===== config.mk =====
export PLATFORM = sky130hd
export DESIGN_NAME = irq_trig_store
export DESIGN_NICKNAME = d
export VERILOG_FILES = /design/src/rtl/irq_trig_pkg.sv /design/src/rtl/irq_trig_regs.sv /design/src/rtl/irq_trig_form.sv /design/src/rtl/irq_trig_master.sv /design/src/rtl/irq_trig_store.sv
export SDC_FILE = /design/constraint.sdc
export NUM_CORES = 1
export LEC_CHECK = 0
export CELL_PAD_IN_SITES_DETAIL_PLACEMENT = 0
export CELL_PAD_IN_SITES_GLOBAL_PLACEMENT = 2
export CORE_UTILIZATION = 37
export CTS_BUF_LIST = sky130_fd_sc_hd__clkbuf_4 sky130_fd_sc_hd__clkbuf_8
export DETAILED_ROUTE_END_ITERATION = 10
export PLACE_DENSITY = 0.81
export SYNTH_ARGS = -nofsm -noshare
export SYNTH_HDL_FRONTEND = slang
export SYNTH_HIERARCHICAL = 1
export SYNTH_SLANG_ARGS = --single-unit

===== constraint.sdc =====
create_clock -name clk -period 2.36 [get_ports clk]
set_clock_uncertainty 0.1 [all_clocks]
set_input_delay 0.472 -clock clk [delete_from_list [all_inputs] [get_ports clk]]
set_output_delay 0.472 -clock clk [all_outputs]
set_load 0.02 [all_outputs]

===== src/rtl/irq_trig_pkg.sv =====
package irq_trig_pkg;

  localparam int PG_FLAG_BIT = 62;

  localparam logic [2:0] REG_CTRL  = 3'd0;
  localparam logic [2:0] REG_NADDR = 3'd1;
  localparam logic [2:0] REG_NIDX  = 3'd2;
  localparam logic [2:0] REG_STAT  = 3'd3;
  localparam logic [2:0] REG_FAIL  = 3'd4;

  typedef enum logic [1:0] {ST_IDLE, ST_REQ, ST_RSP} mst_state_t;

  typedef struct packed {
    logic [63:0] addr;
    logic [63:0] data;
  } store_t;

  function automatic logic [5:0] page_shift(input logic [63:0] naddr);
    return naddr[PG_FLAG_BIT] ? 6'd16 : 6'd12;
  endfunction

  function automatic logic [63:0] abt_addr(input logic [63:0] naddr,
                                           input logic [63:0] src,
                                           input logic        chk,
                                           input logic [63:0] inj);
    logic [5:0]  sh;
    logic [63:0] a;
    sh = page_shift(naddr);
    a  = naddr & ~(64'd1 << PG_FLAG_BIT);
    a  = a | (src << (sh + 6'd1)) | (64'd1 << sh);
    if (chk) a = a | inj;
    return a;
  endfunction

  function automatic logic [63:0] notify_data(input logic [63:0] nidx,
                                              input logic [63:0] src,
                                              input logic        chk,
                                              input logic [63:0] chk_mask);
    logic [63:0] d;
    d = nidx | src;
    if (chk) d = d | chk_mask;
    return d;
  endfunction

  function automatic logic [63:0] bswap64(input logic [63:0] v);
    logic [63:0] r;
    for (int k = 0; k < 8; k++) r[8*k +: 8] = v[8*(7-k) +: 8];
    return r;
  endfunction

endpackage


===== src/rtl/irq_trig_regs.sv =====
module irq_trig_regs
  import irq_trig_pkg::*;
(
  input  logic        clk,
  input  logic        rst_n,
  input  logic        cfg_we,
  input  logic [2:0]  cfg_addr,
  input  logic [63:0] cfg_wdata,
  output logic [63:0] cfg_rdata,
  output logic        mode_abt,
  output logic [63:0] naddr,
  output logic [63:0] nidx,
  input  logic        err_set,
  input  logic [63:0] err_addr
);

  logic        err_sticky;
  logic [63:0] fail_addr;
  logic        w1c_hit;

  assign w1c_hit = cfg_we && (cfg_addr == REG_STAT) && cfg_wdata[0];

  always_ff @(posedge clk or negedge rst_n) begin
    if (!rst_n) begin
      mode_abt <= 1'b0;
      naddr    <= '0;
      nidx     <= '0;
    end else if (cfg_we) begin
      case (cfg_addr)
        REG_CTRL:  mode_abt <= cfg_wdata[0];
        REG_NADDR: naddr    <= cfg_wdata;
        REG_NIDX:  nidx     <= cfg_wdata;
        default:   ;
      endcase
    end
  end

  // error wins over a simultaneous clear
  always_ff @(posedge clk or negedge rst_n) begin
    if (!rst_n) begin
      err_sticky <= 1'b0;
      fail_addr  <= '0;
    end else if (err_set) begin
      err_sticky <= 1'b1;
      fail_addr  <= err_addr;
    end else if (w1c_hit) begin
      err_sticky <= 1'b0;
    end
  end

  always_comb begin
    case (cfg_addr)
      REG_CTRL:  cfg_rdata = {63'd0, mode_abt};
      REG_NADDR: cfg_rdata = naddr;
      REG_NIDX:  cfg_rdata = nidx;
      REG_STAT:  cfg_rdata = {63'd0, err_sticky};
      REG_FAIL:  cfg_rdata = fail_addr;
      default:   cfg_rdata = '0;
    endcase
  end

  assert_err_sets_R10: assert property (@(posedge clk) disable iff (!rst_n)
    err_set |=> err_sticky);

  assert_sticky_holds_R11: assert property (@(posedge clk) disable iff (!rst_n)
    (err_sticky && !w1c_hit) |=> err_sticky);

endmodule


===== src/rtl/irq_trig_form.sv =====
module irq_trig_form
  import irq_trig_pkg::*;
#(
  parameter int          SRC_W   = 16,
  parameter logic [63:0] INJ_OFS = 64'h800,
  parameter int          CHK_BIT = 31
)(
  input  logic             mode_abt,
  input  logic [63:0]      naddr,
  input  logic [63:0]      nidx,
  input  logic [SRC_W-1:0] src,
  input  logic             chk,
  output store_t           trig
);

  localparam logic [63:0] CHK_MASK = 64'd1 << CHK_BIT;

  logic [63:0] src64;
  assign src64 = 64'(src);

  always_comb begin
    if (mode_abt) begin
      trig.addr = abt_addr(naddr, src64, chk, INJ_OFS);
      trig.data = '0;
    end else begin
      trig.addr = naddr;
      trig.data = notify_data(nidx, src64, chk, CHK_MASK);
    end
  end

endmodule


===== src/rtl/irq_trig_master.sv =====
module irq_trig_master
  import irq_trig_pkg::*;
(
  input  logic        clk,
  input  logic        rst_n,
  input  logic        evt_valid,
  output logic        evt_ready,
  input  store_t      next_store,
  output logic        bus_req_valid,
  input  logic        bus_req_ready,
  output logic [63:0] bus_addr,
  output logic [63:0] bus_wdata,
  input  logic        bus_rsp_valid,
  input  logic        bus_rsp_err,
  output logic        err_set,
  output logic [63:0] err_addr
);

  mst_state_t state;
  store_t     held;
  logic       accept, req_fire, rsp_fire;

  assign evt_ready     = (state == ST_IDLE);
  assign bus_req_valid = (state == ST_REQ);
  assign accept        = evt_valid && evt_ready;
  assign req_fire      = bus_req_valid && bus_req_ready;
  assign rsp_fire      = (state == ST_RSP) && bus_rsp_valid;
  assign bus_addr      = held.addr;
  assign bus_wdata     = bswap64(held.data);
  assign err_set       = rsp_fire && bus_rsp_err;
  assign err_addr      = held.addr;

  always_ff @(posedge clk or negedge rst_n) begin
    if (!rst_n) begin
      state <= ST_IDLE;
      held  <= '0;
    end else begin
      case (state)
        ST_IDLE: if (accept) begin
          held  <= next_store;
          state <= ST_REQ;
        end
        ST_REQ:  if (req_fire) state <= ST_RSP;
        ST_RSP:  if (rsp_fire) state <= ST_IDLE;
        default: state <= ST_IDLE;
      endcase
    end
  end

  assert_req_hold_R9: assert property (@(posedge clk) disable iff (!rst_n)
    (bus_req_valid && !bus_req_ready) |=>
      (bus_req_valid && $stable(bus_addr) && $stable(bus_wdata)));

  assert_busy_after_accept_R9: assert property (@(posedge clk) disable iff (!rst_n)
    accept |=> (!evt_ready && bus_req_valid));

  assert_no_retry_R10: assert property (@(posedge clk) disable iff (!rst_n)
    rsp_fire |=> !bus_req_valid);

endmodule


===== src/rtl/irq_trig_store.sv =====
module irq_trig_store
  import irq_trig_pkg::*;
#(
  parameter int          SRC_W   = 16,
  parameter logic [63:0] INJ_OFS = 64'h800,
  parameter int          CHK_BIT = 31
)(
  input  logic             clk,
  input  logic             rst_n,
  input  logic             cfg_we,
  input  logic [2:0]       cfg_addr,
  input  logic [63:0]      cfg_wdata,
  output logic [63:0]      cfg_rdata,
  input  logic             evt_valid,
  output logic             evt_ready,
  input  logic [SRC_W-1:0] evt_src,
  input  logic             evt_checked,
  output logic             bus_req_valid,
  input  logic             bus_req_ready,
  output logic [63:0]      bus_addr,
  output logic [63:0]      bus_wdata,
  input  logic             bus_rsp_valid,
  input  logic             bus_rsp_err
);

  logic        mode_abt;
  logic [63:0] naddr, nidx, err_addr;
  logic        err_set;
  store_t      next_store;

  irq_trig_regs u_regs (
    .clk(clk), .rst_n(rst_n),
    .cfg_we(cfg_we), .cfg_addr(cfg_addr), .cfg_wdata(cfg_wdata), .cfg_rdata(cfg_rdata),
    .mode_abt(mode_abt), .naddr(naddr), .nidx(nidx),
    .err_set(err_set), .err_addr(err_addr)
  );

  irq_trig_form #(.SRC_W(SRC_W), .INJ_OFS(INJ_OFS), .CHK_BIT(CHK_BIT)) u_form (
    .mode_abt(mode_abt), .naddr(naddr), .nidx(nidx),
    .src(evt_src), .chk(evt_checked), .trig(next_store)
  );

  irq_trig_master u_mst (
    .clk(clk), .rst_n(rst_n),
    .evt_valid(evt_valid), .evt_ready(evt_ready), .next_store(next_store),
    .bus_req_valid(bus_req_valid), .bus_req_ready(bus_req_ready),
    .bus_addr(bus_addr), .bus_wdata(bus_wdata),
    .bus_rsp_valid(bus_rsp_valid), .bus_rsp_err(bus_rsp_err),
    .err_set(err_set), .err_addr(err_addr)
  );

  assert_abt_zero_data_R5: assert property (@(posedge clk) disable iff (!rst_n)
    (mode_abt && evt_ready && evt_valid) |=> (bus_wdata == 64'd0));

endmodule


==> results.txt <==
RSZ-0062 raised after global routing - true
fin crit share - 0.990
Startpoint Class - primary input
CTS root buffer - clkbuf_8
P_int - 15.5 mW
VDD IR max - 0.624 mV
Switch Pwr - 7.76 mW
CTS Buf Count - 57
worst-skew pair later-pin latency - 0.64 ns
number of synthesized register bits - 324
multi-input logic area - 5880 um^2
placed cell count - 1798
Global Route Usage Sum - 0.214
Longest Clk Path Bufs - 3
Initial Util - 0.378
largest net degree at the start of global routing - 67
sequential share of the synthesized area - 0.535
clock tree from TritonCTS - done
Yosys warnings - 6
critical-path maximum fanout - 17
CP Launch Point - cfg_addr[2]
drc violations - 0
grt ovf - 0
first-pass GRT wire length - 66600 um
RR Startpoint - u_regs/mode_abt
CP required - 1.79 ns
vias in the first global route - 10565
number of core rows - 73
most common cell in the netlist - dfrtp_1
Area growth, synth to finish - 29.6%
synth unique cells - 30
Yosys top cell area share - 0.535
Core Area - 40100 um^2
pins over their slew limit - 0
Max-slew headroom - 0.542
die area - 41800 um^2
min-delay worst type - in2async
routed wire length - 44100 um
Avg Cell Area, Syn - 13.9 um^2
Antenna Nets Post-Route - 0
critical path endpoint category - primary output
minimum clock period after layout - 2.34 ns
Lkg Pwr - 8.55 nW
Die Wd - 204 um
switching share of power - 0.334
Post-synth top flop - dfrtp_1
nets - 1439
initial antenna violation count - 1
# setup viols final - 0
fill count - 3533
Seq pwr share - 0.394
top cells by area, synth - dfrtp_1, mux2_2, mux2_4, buf_4, o2bb2ai_1
pre-CTS setup slack - -0.797 ns
worst path arrival time - 1.76 ns
Via density - 5.11
DR pass1 iterations - 6
Clock Pin Slew Worst Setup and Hold Paths - 0.05 ns
Die Ht - 204 um
Setup CP Type - in2out
Via Count - 9752
Post-synth ARST share - 1.00
actual slew at the worst max-slew pin - 0.687 ns
Comb pwr share - 0.374
FF/Latch Area - 8110 um^2
clock network power share - 0.233
number of synthesized flops with an enable pin - 0
Core Util, Final - 0.490
Yosys top cell by area - dfrtp_1
initial DRC count - 401
final std cells w/o fill - 1910
Register-to-Register Setup Slack - 0.47 ns
status - finished clean
GPL Wtd Cong - 0.784
cell area after synthesis - 15200 um^2
Mapped Cells - 1092
PwrDens - 1180 nW/um^2
synthesized net count - 1183
fraction of layout cells with a size suffix above 1 - 0.434
DPL Wire Length - 28000 um
IO Count - 285
H-tree Lvls - 2
Final Hold Fails - 0
Max Clk Rate - 428 MHz
CTS Sinks - 324
PortBufs - 284
most instantiated cells after synthesis - dfrtp_1, mux2_2, buf_4, a22oi_1, o2bb2ai_1
routed len/inst - 23.1 um
Total Power - 23.3 mW
post-route setup slack - 0.0241 ns
total of max-cap violations - 0
==> worst paths after layout <==
path | end | depth (start not counted)
hold reg to reg | u_regs/err_sticky | 1
hold / removal | u_mst/bus_wdata[3] | 2
setup reg to reg | u_mst/bus_addr[12] | 4
max in group asynchronous | u_regs/nidx[28] | 3
setup / recovery | cfg_rdata[32] | 8
min in group clk | u_regs/mode_abt | 4
==> logic make-up after synthesis <==
kind of cell | after synthesis | synth area share
compound gates | 153 | 0.0807
buf+inv | 178 | 0.0835
flops | 324 | 0.535
mux | 334 | 0.262
simple gates | 103 | 0.0393
==> layout make-up <==
cell class              instances  share of cell area
multi-input cells             590               0.299
flip-flops and latches        324               0.413
diodes                          1            0.000127
well taps                     525              0.0334
repair buffers                375               0.195
clock buffers                  85              0.0541
clock inverters                10             0.00541
==> placed cells by master (no fill, tap or decap), types with 2 or more instances in the layout <==
| cell | count |
|---|---|
| mux2_2 | 267 |
| dlygate4sd2_1 | 2 |
| nor2b_4 | 2 |
| a21o_1 | 18 |
| buf_12 | 29 |
| a22oi_1 | 63 |
| clkdlybuf4s15_2 | 2 |
| clkdlybuf4s50_1 | 213 |
| o2bb2ai_2 | 7 |
| a21oi_1 | 2 |
| clkinv_2 | 6 |
| o2bb2ai_1 | 56 |
| nor2b_1 | 50 |
| nor3b_1 | 2 |
| mux2_4 | 57 |
| dfrtp_1 | 322 |
| nor2_1 | 35 |
| buf_2 | 45 |
| nor2_4 | 2 |
| nand2b_1 | 3 |
| bufinv_16 | 2 |
| clkbuf_4 | 17 |
| mux2_1 | 10 |
| buf_4 | 67 |
| clkbuf_8 | 68 |
| bufbuf_16 | 2 |
| a31o_2 | 4 |
| buf_16 | 7 |
| nor3b_4 | 2 |
| buf_6 | 5 |
| nand2b_4 | 2 |
==> repair_timing <==
item                                   in CTS  in global routing
buffers inserted                            9                  2
pin swaps                                  10                  6
setup endpoints to repair                  66                 37
resized for setup                         278                 22
hold buffers                                1                  0
endpoints found under the hold margin      43                  0
cloned                                      6                  0
==> sequential cells by signal, indices dropped and copies added (netlist names) <==
| name | cells |
|---|---|
| u_mst/bus_addr | 64 |
| u_mst/bus_wdata | 64 |
| u_mst/state | 2 |
| u_regs/err_sticky | 1 |
| u_regs/fail_addr | 64 |
| u_regs/mode_abt | 1 |
| u_regs/naddr | 64 |
| u_regs/nidx | 64 |
==> layer usage <==
| layer | track usage | up-vias | share of wire |
|---|---|---|---|
| met3 | 0.0494 | 75 | 0.063 |
| met1 | 0.271 | 5030 | 0.42 |
| li1 | - | 4334 | - |
| met5 | 0 | - | 0.00029 |
| met2 | 0.354 | 311 | 0.49 |
| met4 | 0.0832 | 2 | 0.029 |
==> worst max-delay path: stages <==
cell and delay (ns):
buf_2 0.12, buf_6 0.12, nor2b_4 0.12, buf_12 0.15, bufbuf_16 0.31, a22oi_1 0.09
o2bb2ai_2 0.20, buf_4 0.18
==> power by group through the flow <==
| stage | Sequential, mW | Combinational, mW | Clock [mW] |
|---|---|---|---|
| 2_1_floorplan | 10.0 | 4.68 | 0 |
| 3_3_place_gp | 9.18 | 8.66 | 0 |
| 3_5_place_dp | 9.23 | 8.78 | 0 |
| 4_1_cts | 9.17 | 8.77 | 5.58 |
| 5_1_grt | 9.46 | 9.20 | 5.84 |
| 6_report | 9.16 | 8.69 | 5.41 |
==> through the flow <==
step | hold WS [ns] | instance area, um^2 | TNS (ns)
floorplan | 0.0764 | 15200 | 0
global placement | 0.330 | 18300 | -67.81
detailed placement | 0.330 | 18300 | -70.01
CTS | 0.238 | 19700 | -0.000719
global route | 0.275 | 19700 | -0.137
finish | 0.275 | 19700 | 0
(Power assumes the default switching activity.)
